==> src/rtl/uart_regfront.sv <==
module uart_regfront #(
  parameter int CLK_HZ   = 1843200,
  parameter int TX_DEPTH = 16,
  parameter int RX_DEPTH = 16
) (
  input  logic       clk,
  input  logic       rst_n,
  input  logic       irq_pol_low,
  input  logic       sel,
  input  logic       wr,
  input  logic       rd,
  input  logic [2:0] addr,
  input  logic [7:0] wdata,
  output logic [7:0] rdata,
  output logic       irq,
  input  logic       tx_pop,
  output logic [7:0] tx_data,
  output logic       tx_empty,
  input  logic       rx_push,
  input  logic [7:0] rx_byte
);
  localparam int TXW = $clog2(TX_DEPTH);
  localparam int RXW = $clog2(RX_DEPTH);
  localparam logic [15:0] DIV0 = 16'(CLK_HZ / (16 * 9600));
  localparam logic [7:0] C_LINE = 8'h06, C_RXD = 8'h0C, C_THRE = 8'h02, C_NONE = 8'h01;

  logic [7:0] dll_q, dlm_q, lcr_q, scr_q, fcr_q;
  logic [3:0] ier_q;
  logic       ovr_q, thre_q;

  logic [7:0]   tx_mem [TX_DEPTH];
  logic [TXW-1:0] tx_wp, tx_rp;
  logic [TXW:0]   tx_cnt;
  logic [7:0]   rx_mem [RX_DEPTH];
  logic [RXW-1:0] rx_wp, rx_rp;
  logic [RXW:0]   rx_cnt;

  wire dlab   = lcr_q[7];
  wire acc_wr = sel & wr;
  wire acc_rd = sel & rd & ~wr;
  wire data_rd = acc_rd & addr == 3'd0 & ~dlab;

  wire tx_wr   = acc_wr & addr == 3'd0 & ~dlab;
  wire tx_full = tx_cnt == (TXW+1)'(TX_DEPTH);
  wire tx_out  = tx_pop & tx_cnt != '0;
  wire tx_inc  = tx_wr & (~tx_full | tx_out);
  wire tx_drop = tx_wr & tx_full & ~tx_out;

  wire rx_full  = rx_cnt == (RXW+1)'(RX_DEPTH);
  wire rx_any   = rx_cnt != '0;
  wire rx_out   = data_rd & rx_any;
  wire rx_flush = acc_wr & addr == 3'd2 & wdata[0] & wdata[1];
  wire rx_take  = rx_push & (~rx_full | rx_out);

  assign tx_empty = tx_cnt == '0;
  assign tx_data  = tx_mem[tx_rp];

  logic [7:0] cause;
  always_comb begin
    if (ovr_q && ier_q[2])       cause = C_LINE;
    else if (rx_any && ier_q[0]) cause = C_RXD;
    else if (thre_q && ier_q[1]) cause = C_THRE;
    else                         cause = C_NONE;
  end
  assign irq = (cause != C_NONE) ^ irq_pol_low;

  always_ff @(posedge clk) if (tx_wr) tx_mem[tx_wp] <= wdata;
  always_ff @(posedge clk) if (rx_take && !rx_flush) rx_mem[rx_wp] <= rx_byte;

  always_ff @(posedge clk or negedge rst_n) begin
    if (!rst_n) begin
      tx_wp <= '0; tx_rp <= '0; tx_cnt <= '0;
    end else begin
      if (tx_wr) tx_wp <= tx_wp + 1'b1;
      if (tx_out || tx_drop) tx_rp <= tx_rp + 1'b1;
      tx_cnt <= tx_cnt + (TXW+1)'(tx_inc) - (TXW+1)'(tx_out);
    end
  end

  always_ff @(posedge clk or negedge rst_n) begin
    if (!rst_n) begin
      rx_wp <= '0; rx_rp <= '0; rx_cnt <= '0;
    end else if (rx_flush) begin
      rx_wp <= '0; rx_rp <= '0; rx_cnt <= '0;
    end else begin
      if (rx_take) rx_wp <= rx_wp + 1'b1;
      if (rx_out) rx_rp <= rx_rp + 1'b1;
      rx_cnt <= rx_cnt + (RXW+1)'(rx_take) - (RXW+1)'(rx_out);
    end
  end

  always_ff @(posedge clk or negedge rst_n) begin
    if (!rst_n) begin
      dll_q <= DIV0[7:0]; dlm_q <= DIV0[15:8];
      lcr_q <= '0; scr_q <= '0; fcr_q <= '0; ier_q <= '0;
      ovr_q <= 1'b0; thre_q <= 1'b0;
    end else begin
      if (acc_wr) begin
        unique case (addr)
          3'd0: if (dlab) dll_q <= wdata; else thre_q <= 1'b1;
          3'd1: if (dlab) dlm_q <= wdata; else ier_q <= wdata[3:0];
          3'd2: fcr_q <= wdata[0] ? (wdata & 8'hC9) : 8'h00;
          3'd3: lcr_q <= wdata;
          3'd7: scr_q <= wdata;
          default: ;
        endcase
      end
      if (acc_rd) begin
        if ((addr == 3'd0 && !dlab) || addr == 3'd5) ovr_q <= 1'b0;
        if (addr == 3'd2 && cause == C_THRE) thre_q <= 1'b0;
      end
      if (rx_push && !rx_take && !rx_flush) ovr_q <= 1'b1;
    end
  end

  logic [7:0] rd_mux;
  always_comb begin
    unique case (addr)
      3'd0: rd_mux = dlab ? dll_q : (rx_any ? rx_mem[rx_rp] : 8'hFF);
      3'd1: rd_mux = dlab ? dlm_q : {4'h0, ier_q};
      3'd2: rd_mux = (fcr_q[0] ? 8'hC0 : 8'h00) | cause;
      3'd3: rd_mux = lcr_q;
      3'd5: rd_mux = {1'b0, 2'b11, 3'b000, ovr_q, rx_any};
      3'd7: rd_mux = scr_q;
      default: rd_mux = 8'h00;
    endcase
  end

  always_ff @(posedge clk or negedge rst_n) begin
    if (!rst_n) rdata <= '0;
    else if (acc_rd) rdata <= rd_mux;
  end
endmodule

==> config.mk <==
export PLATFORM = sky130hd
export DESIGN_NAME = uart_regfront
export DESIGN_NICKNAME = d
export VERILOG_FILES = /design/src/rtl/uart_regfront.sv
export SDC_FILE = /design/constraint.sdc
export NUM_CORES = 1
export LEC_CHECK = 0
export ABC_AREA = 1
export ABC_CLOCK_PERIOD_IN_PS = 2400
export BUFFER_PORTS_ARGS = -buffer_cell sky130_fd_sc_hd__buf_2
export CAP_MARGIN = 0
export CORE_MARGIN = 8
export CORE_UTILIZATION = 35
export CTS_BUF_LIST = sky130_fd_sc_hd__clkbuf_8
export CTS_CLUSTER_SIZE = 16
export DETAILED_ROUTE_END_ITERATION = 16
export GPL_TIMING_DRIVEN = 0
export HOLD_SLACK_MARGIN = 0.12
export PLACE_DENSITY = 0.59
export RECOVER_POWER = 100
export REMOVE_ABC_BUFFERS = 1
export SYNTH_ARGS = -nofsm -noshare
export SYNTH_HDL_FRONTEND = slang
export SYNTH_SLANG_ARGS = --single-unit
==> constraint.sdc <==
create_clock -name clk -period 2.4 [get_ports clk]
set_input_delay 0.48 -clock clk [delete_from_list [all_inputs] [get_ports clk]]
set_output_delay 0.48 -clock clk [all_outputs]
set_load 0.01 [all_outputs]
==> flow_metrics.env, run 1 <==
export IMPL_synth_cell_area_sq_mm=0.01446
export IMPL_place_hpwl_mm=20.37
export IMPL_routabilityCongestion=0.8134
export IMPL_syn_area_per_cell_sq_um=10.83
export IMPL_grt_max_degree=66
export IMPL_clock_latency_ns=0.60
export IMPL_instances_no_fill=2006
export IMPL_ys_ff_latch=329
export IMPL_hold_viol=0
export IMPL_setup_ws_ns=-0.2807
export IMPL_synth_cell_types=39
export IMPL_design_area_sq_mm=0.01689
export IMPL_first_pass_iters=5
export IMPL_grt_pass1_vias=9542
export IMPL_hold_path_depth=3
export IMPL_criticalPathCategory="flip-flop to output port"
export IMPL_dpl_cell_area_sq_mm=0.01520
export IMPL_violations="negative setup slack"
export IMPL_worst_ep_required_time_ns=1.92
export IMPL_rr_endpoint="rx_cnt[4]$_DFF_PN0_"
export IMPL_cp_max_fo=5
export IMPL_maxSlewViolCount=0
export IMPL_worstHoldEndpoint="ovr_q$_DFFE_PN0P_"
export IMPL_drc=0
export IMPL_cts_buffers=55
export IMPL_tightestPinTransition_ns=0.9913
export IMPL_synth_async_reset_ratio_pct=22.19
export IMPL_syn_to_final_growth_pct=16.81
export IMPL_io_buffers=44
export IMPL_synth_edf_count=256
export IMPL_drv_cap=0
export IMPL_ant_nets=0
export IMPL_holdWs_ns=0.1793
export IMPL_io_pin_count=45
export IMPL_dominantRegCellSynth="edfxtp_1"
export IMPL_netlist_instances=1335
export IMPL_grt_overflow=0
export IMPL_worst_path_max_delay_cell="dfrtp_4"
export IMPL_die_area_sq_mm=0.04807
export IMPL_crit_path_start_kind="flip-flop"
export IMPL_clk_path_buf_depth=3
export IMPL_worst_r2r_cell_count=17
export IMPL_total_power_w=0.01785
export IMPL_crit_path_end_kind="output port"
export IMPL_slew_headroom_pct=33.67
export IMPL_grt_setup_unrepaired="yes"
export IMPL_antenna_found_initial=0
export IMPL_yosysMostFrequentCell="nand2_1"
export IMPL_yosys_area_top_type="edfxtp_1"
export IMPL_reg2reg_setup_slack_ns=-0.19
export IMPL_fillers=3873
export IMPL_rr_startpoint="rx_cnt[2]$_DFF_PN0_"
export IMPL_drive_above_1_share_pct=14.59
export IMPL_final_min_clock_period_ns=2.681
export IMPL_rows=74
export IMPL_clock_sinks=329
export IMPL_fmax_mhz=373.0
export IMPL_coreArea_sq_mm=0.04083
export IMPL_period_share_pct=111.7
export IMPL_yosys_top_cells_count="nand2_1, edfxtp_1, inv_1"
export IMPL_yosysTopAreaCellShare_pct=53.16
export IMPL_clk_pin_slew_ns=0.07
export IMPL_h_tree_depth=2
export IMPL_final_net_count=1481
export IMPL_synth_yosys_seq_area_share_pct=65.81
export IMPL_drt_iter0_markers=835
export IMPL_setup_tns_ns=-2.887
export IMPL_antenna_cells=0
export IMPL_ys_warn_count=0
export IMPL_crit_arrival_ns=2.20
export IMPL_placed_cells=1860
export IMPL_power_density_mw_per_mm2=1057
export IMPL_peakVddDrop_mv=0.6042
export IMPL_via_per_inst=4.842
export IMPL_outcome="complete, but fails checks"
export IMPL_vias=9714
export IMPL_setup_viol=33
export IMPL_post_drt_wl_per_cell_um=17.29
export IMPL_grt_pass1_wl_mm=53.89
export IMPL_leakage_nw=6.904
export IMPL_cts_tree="yes"
export IMPL_grtUsageTotal_pct=14.24
export IMPL_die_height_um=219.3
export IMPL_worstHoldStart="rx_push"
export IMPL_finClkSkew_ns=0.02869
export IMPL_synth_top_cells_by_area="edfxtp_1, dfrtp_1, nand2_1"
export IMPL_cts_root_buf="clkbuf_8"
export IMPL_crit_chain="buf_12 -> buf_16 -> mux2i_1 -> o211ai_1 -> nand3_1 -> nand2_1 -> buf_2"
export IMPL_finalWirelength_mm=34.69
export IMPL_die_w_um=219.3
export IMPL_max_stage_delay_ns=0.57
export IMPL_holdCritPathClass="input pin to flip-flop"
export IMPL_initial_utilization_pct=35.41
## state kept, by name, indices dropped and copies added (netlist names), 8 cells and up
signal  flops
dlm_q       8
tx_mem    128
lcr_q       8
dll_q       8
rx_mem    128
rdata       8
scr_q       8
## cell families (layout without fill, tap and decap cells)
| group | Yosys count | count (layout) | synth area share [%] |
|---|---|---|---|
| multiplexers | 32 | 32 | 2.215 |
| AND/OR/NAND/NOR | 544 | 544 | 16.15 |
| flip-flops | 329 | 329 | 65.81 |
| AO/OA/AOI/OAI | 180 | 180 | 6.983 |
| adder cells (fa/ha/maj) | 24 | 24 | 2.180 |
| buffers and inverters | 212 | 351 | 5.806 |
| XOR/XNOR | 14 | 14 | 0.8480 |
## cell type report
class                      instances  area (sq um)  area share (%)
timing repair buffer              91         714.4           4.230
clock buffer                      58         798.3           4.726
tap                              532         665.6           3.941
clock inverter                    43         180.2           1.067
sequential                       329          9537           56.46
inverter                         157         606.8           3.593
timing repair inverter             2         15.01         0.08889
multi-input combinational        794          4374           25.90
## power by group
part,switching (W),leakage [nW],total (W),internal [W]
Clock,0.00223,0.584,0.00446,0.00223
Sequential,0.000700,3.20,0.00748,0.00678
Combinational,0.00359,3.12,0.00592,0.00233
## critical path, delay by kind of cell (launching register included)
kind	cells	cell delay (ns)
and+or+nand+nor	2	0.29
AOI/OAI and AO/OA	1	0.22
DFF	1	0.57
buffers and inverters	3	0.43
muxes	1	0.11
## repair_timing
action,CTS,global route
endpoints found under the hold margin,71,0
hold buffers,1,0
gates cloned,5,0
setup endpoints to repair,282,161
resized for setup,85,58
setup buffers,31,9
pin swaps,23,21
## routing by layer
metal / global-route usage (%) / up-vias / routed length, um
met3: 2.685 / 52 / 1763
li1: - / 4704 / -
met5: 0 / - / 0
met4: 4.560 / 0 / 737
met2: 23.53 / 262 / 16770
met1: 18.71 / 4696 / 15410
## through the flow
step | worst slack, ns | utilization, %
floorplan | -0.8579 | -
global placement | -3.024 | 36.97
detailed placement | -1.367 | 37.23
CTS | -0.3504 | 41.03
global route | -0.3856 | 41.37
finish | -0.2807 | 41.37
## layout by cell type, fill, tap and decap left out, types with 3 or more instances in the layout
master,count
nand3_1,108
buf_2,16
buf_4,29
xor2_1,12
o21ai_2,4
a21oi_2,10
dfrtp_4,5
buf_16,3
mux2i_2,3
edfxtp_1,256
clkbuf_1,28
o211ai_1,32
a21oi_1,43
nor2_4,17
inv_1,163
clkbuf_8,58
nand3_4,3
ha_1,17
o21ai_1,30
dfrtp_1,65
nand2_2,3
ha_4,4
buf_6,5
nor2_1,56
nand2_4,7
inv_2,6
buf_12,7
o21ai_0,52
nor2_2,5
mux2i_1,29
clkinvlp_4,6
clkinv_2,9
nand2_1,338
clkinv_1,15
## how the worst max path moves through the flow
stage                          from                    to  slack [ns]  cells past startpoint
2_1_floorplan  tx_rp[0]$_DFFE_PN0P_            tx_data[4]       -0.86                      5
3_3_place_gp   rx_rp[0]$_DFFE_PN0P_  rdata[5]$_DFFE_PN0N_       -3.02                     11
3_5_place_dp   tx_rp[1]$_DFFE_PN0P_            tx_data[4]       -1.37                      5
4_1_cts        tx_rp[0]$_DFFE_PN0P_            tx_data[4]       -0.35                      6
5_1_grt        tx_rp[0]$_DFFE_PN0P_            tx_data[4]       -0.39                      6
6_report       tx_rp[0]$_DFFE_PN0P_            tx_data[1]       -0.28                      7
(Power assumes the default switching activity.)
==> run 2: changes to the inputs <==
--- a/config.mk
+++ b/config.mk
@@ -7,16 +7,16 @@
 export LEC_CHECK = 0
 export ABC_AREA = 1
 export ABC_CLOCK_PERIOD_IN_PS = 2400
-export BUFFER_PORTS_ARGS = -buffer_cell sky130_fd_sc_hd__buf_2
 export CAP_MARGIN = 0
 export CORE_MARGIN = 8
 export CORE_UTILIZATION = 35
 export CTS_BUF_LIST = sky130_fd_sc_hd__clkbuf_8
 export CTS_CLUSTER_SIZE = 16
 export DETAILED_ROUTE_END_ITERATION = 16
+export DONT_BUFFER_PORTS = 1
 export GPL_TIMING_DRIVEN = 0
 export HOLD_SLACK_MARGIN = 0.12
-export PLACE_DENSITY = 0.59
+export PLACE_DENSITY = 0.58
 export RECOVER_POWER = 100
 export REMOVE_ABC_BUFFERS = 1
 export SYNTH_ARGS = -nofsm -noshare
==> run 2 against run 1 <==
Net effect:
- critical endpoint is now tx_data[0]
- die area did not move
- the run ends with max-capacitance violations, max-slew violations, negative setup slack left
- power grew 1.6%
- critical path depth is 1 lower
- cell area grew 1.4%
==> flow_metrics.env, run 2 (synthesized netlist as in run 1, its figures left out) <==
export IMPL_outcome="complete, but fails checks"
export IMPL_violations="max-capacitance violations, max-slew violations, negative setup slack"
export IMPL_io_pin_count=45
export IMPL_holdCritPathClass="input pin to flip-flop"
export IMPL_tightestPinTransition_ns=1.727
export IMPL_drv_cap=1
export IMPL_place_hpwl_mm=20.18
export IMPL_post_drt_wl_per_cell_um=17.52
export IMPL_via_per_inst=4.831
export IMPL_antenna_found_initial=3
export IMPL_peakVddDrop_mv=0.4839
export IMPL_worst_path_max_delay_cell="dfrtp_4"
export IMPL_setup_tns_ns=-1.867
export IMPL_combPwrFrac_pct=33.5
export IMPL_drive_above_1_share_pct=15.21
export IMPL_grt_overflow=0
export IMPL_instances_no_fill=1992
export IMPL_reg2reg_setup_slack_ns=-0.10
export IMPL_crit_arrival_ns=2.09
export IMPL_hold_path_depth=2
export IMPL_multi_input_area_sq_mm=0.004409
export IMPL_seqPwrFrac_pct=41.1
export IMPL_grt_setup_unrepaired="yes"
export IMPL_finClkSkew_ns=0.01819
export IMPL_io_buffers=0
export IMPL_p_switching_w=0.006490
export IMPL_h_tree_depth=2
export IMPL_reg_top3="rx_mem: 128 flops, tx_mem: 128 flops"
export IMPL_cp_max_fo=7
export IMPL_grt_max_degree=74
export IMPL_crit_path_end_kind="output port"
export IMPL_swShare_pct=35.77
export IMPL_worstHoldEndpoint="scr_q[3]$_DFFE_PN0P_"
export IMPL_grt_pass1_wl_mm=53.67
export IMPL_die_w_um=219.3
export IMPL_clk_path_buf_depth=3
export IMPL_rows=74
export IMPL_layout_common_cells="nand2_1, edfxtp_1, inv_1, nand3_1, dfrtp_1"
export IMPL_leakage_nw=7.015
export IMPL_holdWs_ns=0.1816
export IMPL_syn_to_final_growth_pct=18.42
export IMPL_slew_headroom_pct=-15.12
export IMPL_final_min_clock_period_ns=2.573
export IMPL_worstHoldStart="wdata[3]"
export IMPL_place_ws_ns=-1.186
export IMPL_final_common_cell="nand2_1"
export IMPL_max_stage_delay_ns=0.54
export IMPL_grtUsageTotal_pct=14.29
export IMPL_criticalPathCategory="flip-flop to output port"
export IMPL_placed_cells=1815
export IMPL_rr_startpoint="rx_cnt[3]$_DFF_PN0_"
export IMPL_clock_sinks=329
export IMPL_cts_root_buf="clkbuf_8"
export IMPL_fmax_mhz=388.6
export IMPL_drt_iter0_markers=683
export IMPL_crit_path_start_kind="flip-flop"
export IMPL_worst_ep_required_time_ns=1.92
export IMPL_final_net_count=1465
export IMPL_ant_nets=0
export IMPL_setup_ws_ns=-0.1733
export IMPL_finalWirelength_mm=34.90
export IMPL_period_share_pct=107.2
export IMPL_setup_viol=31
export IMPL_fillers=3834
export IMPL_cts_tree="yes"
export IMPL_grt_pass1_vias=9461
export IMPL_clk_pin_slew_ns=0.06
export IMPL_rr_endpoint="rx_cnt[4]$_DFF_PN0_"
export IMPL_worst_r2r_cell_count=16
export IMPL_drc=0
export IMPL_routabilityCongestion=0.8258
export IMPL_final_util_pct=41.94
export IMPL_cts_buffers=55
export IMPL_die_height_um=219.3
export IMPL_first_pass_iters=5
export IMPL_internal_power_w=0.01165
export IMPL_hold_viol=0
export IMPL_clock_latency_ns=0.59
export IMPL_power_density_mw_per_mm2=1060
export IMPL_die_area_sq_mm=0.04807
export IMPL_maxSlewViolCount=74
export IMPL_vias=9624
export IMPL_clkPwrFrac_pct=25.4
export IMPL_antenna_cells=0
export IMPL_seqCellArea_sq_mm=0.009537
export IMPL_coreArea_sq_mm=0.04083
export IMPL_crit_chain="buf_12 -> buf_16 -> mux2i_1 -> o21ai_1 -> o211ai_1 -> nand2_2"
export IMPL_initial_utilization_pct=35.41
## run 2: cell count changes in the layout (fill, tap and decap cells not counted), sizes merged
cell	previous run	this run
clkinv	24	19
buf	61	53
inv	172	176
dlygate4sd3	1	18
clkbuf	87	64
bufinv	0	1
## run 2: worst max-delay path by stage
| stage | start | endpoint | slack [ns] |
|---|---|---|---|
| after global placement | rx_rp[0]$_DFFE_PN0P_ | rdata[6]$_DFFE_PN0N_ | -3.08 |
| after detailed placement | rx_rp[1]$_DFFE_PN0P_ | rdata[6]$_DFFE_PN0N_ | -1.19 |
| after floorplan | tx_rp[0]$_DFFE_PN0P_ | tx_data[4] | -0.86 |
| after CTS | tx_rp[0]$_DFFE_PN0P_ | tx_data[4] | -0.23 |
| after global routing | tx_rp[0]$_DFFE_PN0P_ | tx_data[7] | -0.27 |
| final | tx_rp[0]$_DFFE_PN0P_ | tx_data[0] | -0.17 |
## run 2: power by group through the flow
stage | Combinational, W | Sequential [W] | Clock (W)
finish | 0.00608 | 0.00745 | 0.00461
floorplan | 0.00295 | 0.00756 | 0
global placement | 0.00386 | 0.00789 | 0
global route | 0.00673 | 0.00753 | 0.00499
detailed placement | 0.00421 | 0.00774 | 0
CTS | 0.00565 | 0.00748 | 0.00473
## run 2: area by class of cell
| type | count | share of cell area, % |
|---|---|---|
| clock buffer | 60 | 4.822 |
| inverter | 157 | 3.573 |
| timing repair inverter | 2 | 0.07307 |
| multi-input combinational | 794 | 25.75 |
| tap | 532 | 3.887 |
| clock inverter | 43 | 1.206 |
| timing repair buffer | 75 | 4.998 |
| sequential | 329 | 55.69 |
## run 2: critical path, delay by kind of cell (launching register included)
kind	cells	cell delay, ns
AOI/OAI and AO/OA	2	0.37
DFF	1	0.54
and+or+nand+nor	1	0.14
muxes	1	0.14
buffers and inverters	2	0.32
## run 2: layer usage
layer	global-route usage, %	routed length (um)	share of wire, %	up-vias
met5	0	10	0.029	-
met3	2.836	2025	5.8	61
met1	19.12	15500	44	4646
met2	22.80	16350	47	250
li1	-	-	-	4665
met4	5.249	1012	2.9	2
## run 2: per-stage QoR
stage,instance area [sq um],power (W)
after floorplan,14210,0.01051
after global placement,14880,0.01176
after detailed placement,14950,0.01195
after CTS,16850,0.01785
after global routing,17120,0.01924
final,17120,0.01814
## run 2: repair_timing
action,CTS,global route
pin swaps,28,27
gates cloned,6,2
endpoints found under the hold margin,345,0
resized for setup,97,53
endpoints found under the setup margin,283,42
hold buffers,19,0
buffers inserted,34,13
==> run 3: changes to the inputs <==
--- a/config.mk
+++ b/config.mk
@@ -5,7 +5,6 @@
 export SDC_FILE = /design/constraint.sdc
 export NUM_CORES = 1
 export LEC_CHECK = 0
-export ABC_AREA = 1
 export ABC_CLOCK_PERIOD_IN_PS = 2400
 export CAP_MARGIN = 0
 export CORE_MARGIN = 8
==> run 3 against run 2 <==
Net effect:
- the flow still finishes with violations (max-capacitance violations, max-slew violations, negative setup slack)
- critical path depth down 2
- sequential share of layout area increased by 2.7 points
- area after synthesis decreased by 4.1%
- synthesized cell count down 40%
- die area shrank 3.8%
- first-iteration DRC count down 19%
- global-route usage fell by 0.66 points
- register-to-register slack got worse by 0.24 ns
- final cell count down 27%
- via count shrank 23%
- largest cell class unchanged
- highest routed layer unchanged
==> flow_metrics.env, run 3 <==
export IMPL_final_util_pct=41.37
export IMPL_drive_above_1_share_pct=31.73
export IMPL_worst_path_max_delay_cell="mux4_2"
export IMPL_clk_pin_slew_ns=0.06
export IMPL_criticalPathCategory="flip-flop to output port"
export IMPL_routabilityCongestion=0.7426
export IMPL_post_drt_wl_per_cell_um=21.96
export IMPL_synth_top_family_by_area="multiplexers"
export IMPL_cts_tree="yes"
export IMPL_place_ws_ns=-1.564
export IMPL_netlist_instances=801
export IMPL_holdCritPathClass="input pin to flip-flop"
export IMPL_syn_area_per_cell_sq_um=17.32
export IMPL_clk_path_buf_depth=3
export IMPL_muxShareOfSynthArea_pct=15.23
export IMPL_finalWirelength_mm=32.12
export IMPL_setup_ws_ns=-0.4521
export IMPL_initial_utilization_pct=35.15
export IMPL_hold_viol=0
export IMPL_synth_yosys_seq_area_share_pct=68.61
export IMPL_peakVddDrop_mv=0.4796
export IMPL_crit_arrival_ns=2.37
export IMPL_via_per_inst=5.092
export IMPL_rr_endpoint="tx_mem[4][7]$_DFFE_PP_"
export IMPL_yosys_area_top_type="edfxtp_1"
export IMPL_crit_path_end_kind="output port"
export IMPL_fmax_mhz=350.6
export IMPL_slew_headroom_pct=-28.18
export IMPL_finClkSkew_ns=0.02840
export IMPL_period_share_pct=118.8
export IMPL_crit_family="multiplexers"
export IMPL_rows=73
export IMPL_synth_async_reset_ratio_pct=22.19
export IMPL_synth_cell_area_sq_mm=0.01387
export IMPL_power_density_mw_per_mm2=1011
export IMPL_dpl_cell_area_sq_mm=0.01448
export IMPL_total_power_w=0.01651
export IMPL_synth_xor_area_share_pct=1.326
export IMPL_hold_path_depth=4
export IMPL_cp_max_fo=8
export IMPL_worstHoldEndpoint="rdata[5]$_DFFE_PN0N_"
export IMPL_clkPwrFrac_pct=26.6
export IMPL_io_buffers=0
export IMPL_die_area_sq_mm=0.04626
export IMPL_synth_top_cells_by_area="edfxtp_1, dfrtp_1, mux4_2"
export IMPL_h_tree_depth=2
export IMPL_grt_max_degree=74
export IMPL_seqPwrFrac_pct=45.0
export IMPL_grtUsageTotal_pct=13.63
export IMPL_crit_chain="buf_12 -> buf_12 -> mux4_2 -> mux4_2"
export IMPL_clock_sinks=329
export IMPL_crit_path_start_kind="flip-flop"
export IMPL_yosysTopAreaCellShare_pct=55.42
export IMPL_reg2reg_setup_slack_ns=-0.34
export IMPL_setup_viol=242
export IMPL_max_stage_delay_ns=0.52
export IMPL_ys_ff_latch=329
export IMPL_ys_warn_count=0
export IMPL_die_height_um=215.1
export IMPL_maxSlewViolCount=74
export IMPL_outcome="complete, but fails checks"
export IMPL_synth_compound_area_share_pct=3.870
export IMPL_first_pass_iters=5
export IMPL_synthAdderAreaFrac_pct=2.273
export IMPL_yosysMostFrequentCell="edfxtp_1"
export IMPL_internal_power_w=0.01147
export IMPL_coreArea_sq_mm=0.03946
export IMPL_fillers=3601
export IMPL_final_common_cell="edfxtp_1"
export IMPL_cts_root_buf="clkbuf_8"
export IMPL_leakage_nw=5.653
export IMPL_cts_buffers=53
export IMPL_drv_cap=1
export IMPL_drt_iter0_markers=554
export IMPL_tightestPinTransition_ns=1.923
export IMPL_grt_pass1_vias=7778
export IMPL_die_w_um=215.1
export IMPL_io_pin_count=45
export IMPL_grt_setup_unrepaired="yes"
export IMPL_synth_cell_types=63
export IMPL_grt_overflow=0
export IMPL_cp_num_buf_inv=2
export IMPL_design_area_sq_mm=0.01632
export IMPL_yosys_area_share_simple_pct=6.765
export IMPL_vias=7450
export IMPL_swShare_pct=30.51
export IMPL_yosys_top_cells_count="edfxtp_1, dfrtp_1, mux4_2"
export IMPL_place_hpwl_mm=18.48
export IMPL_antenna_found_initial=4
export IMPL_reg_top3="rx_mem: 128 flops, tx_mem: 128 flops"
export IMPL_p_switching_w=0.005037
export IMPL_worst_ep_required_time_ns=1.92
export IMPL_final_min_clock_period_ns=2.852
export IMPL_ant_nets=0
export IMPL_clock_latency_ns=0.60
export IMPL_holdWs_ns=0.1785
export IMPL_synth_edf_count=256
export IMPL_drc=0
export IMPL_grt_pass1_wl_mm=48.53
export IMPL_syn_to_final_growth_pct=17.67
export IMPL_violations="max-capacitance violations, max-slew violations, negative setup slack"
export IMPL_worstHoldStart="addr[0]"
export IMPL_rr_startpoint="lcr_q[7]$_DFFE_PN0P_"
export IMPL_layout_common_cells="edfxtp_1, dfrtp_1, mux4_2, clkbuf_8, mux2_2"
export IMPL_final_net_count=945
export IMPL_worst_r2r_cell_count=7
export IMPL_dominantRegCellSynth="edfxtp_1"
export IMPL_combPwrFrac_pct=28.3
==> run 3: final cells by class <==
type	instances	area (sq um)	share of cell area, %
sequential	329	9530	58.39
multi-input combinational	408	4333	26.55
timing repair buffer	78	753.2	4.615
clock buffer	53	729.5	4.469
tap	525	656.9	4.025
clock inverter	44	224.0	1.372
inverter	24	90.09	0.5519
antenna	2	5.005	0.03066
==> run 3: timing repair <==
item / in CTS / in global routing
hold endpoints to repair: 374 / 0
buffers inserted: 43 / 11
pin swaps: 17 / 19
setup endpoints to repair: 283 / 107
hold buffers: 22 / 0
resized for setup: 47 / 36
gates cloned: 1 / 0
==> run 3: metal layers <==
layer / GRT usage (%) / part of all wire (%)
met2: 22.62 / 50
met4: 3.790 / 1.9
met5: 0 / 0.037
met1: 17.99 / 43
met3: 2.851 / 5.0
==> run 3: worst max path at each step <==
stage	depth (start not counted)	endpoint	start	slack, ns
floorplan	13	tx_cnt[4]$_DFF_PN0_	addr[2]	-0.83
global placement	4	tx_mem[7][5]$_DFFE_PP_	addr[2]	-1.71
detailed placement	13	tx_cnt[4]$_DFF_PN0_	addr[2]	-1.56
CTS	4	tx_data[0]	tx_rp[0]$_DFFE_PN0P_	-0.51
global route	4	tx_data[6]	tx_rp[0]$_DFFE_PN0P_	-0.54
finish	4	tx_data[6]	tx_rp[0]$_DFFE_PN0P_	-0.45
==> run 3: cell families after synthesis <==
logic type / count (synthesis)
AO/OA/AOI/OAI: 78
XOR/XNOR: 21
adder cells (fa/ha/maj): 24
buffers and inverters: 64
flip-flops: 329
multiplexers: 124
AND/OR/NAND/NOR: 161
==> run 3: tightest hold or removal path: cells and delay by family <==
kind | cells | cell delay (ns)
AOI/OAI and AO/OA | 4 | 0.26
==> run 3: stage by stage <==
step                std cells  TNS (ns)
global route             1463    -80.14
finish                   1463    -36.31
floorplan                 761    -36.89
detailed placement       1293   -200.52
global placement         1286   -240.66
CTS                      1455    -4.536
==> run 3: power by group through the flow <==
stage / Combinational, W / Sequential [W] / Clock [W]
detailed placement: 0.00336 / 0.00769 / 0
finish: 0.00468 / 0.00744 / 0.00439
global placement: 0.00307 / 0.00785 / 0
global route: 0.00508 / 0.00751 / 0.00478
floorplan: 0.00245 / 0.00753 / 0
CTS: 0.00443 / 0.00749 / 0.00453
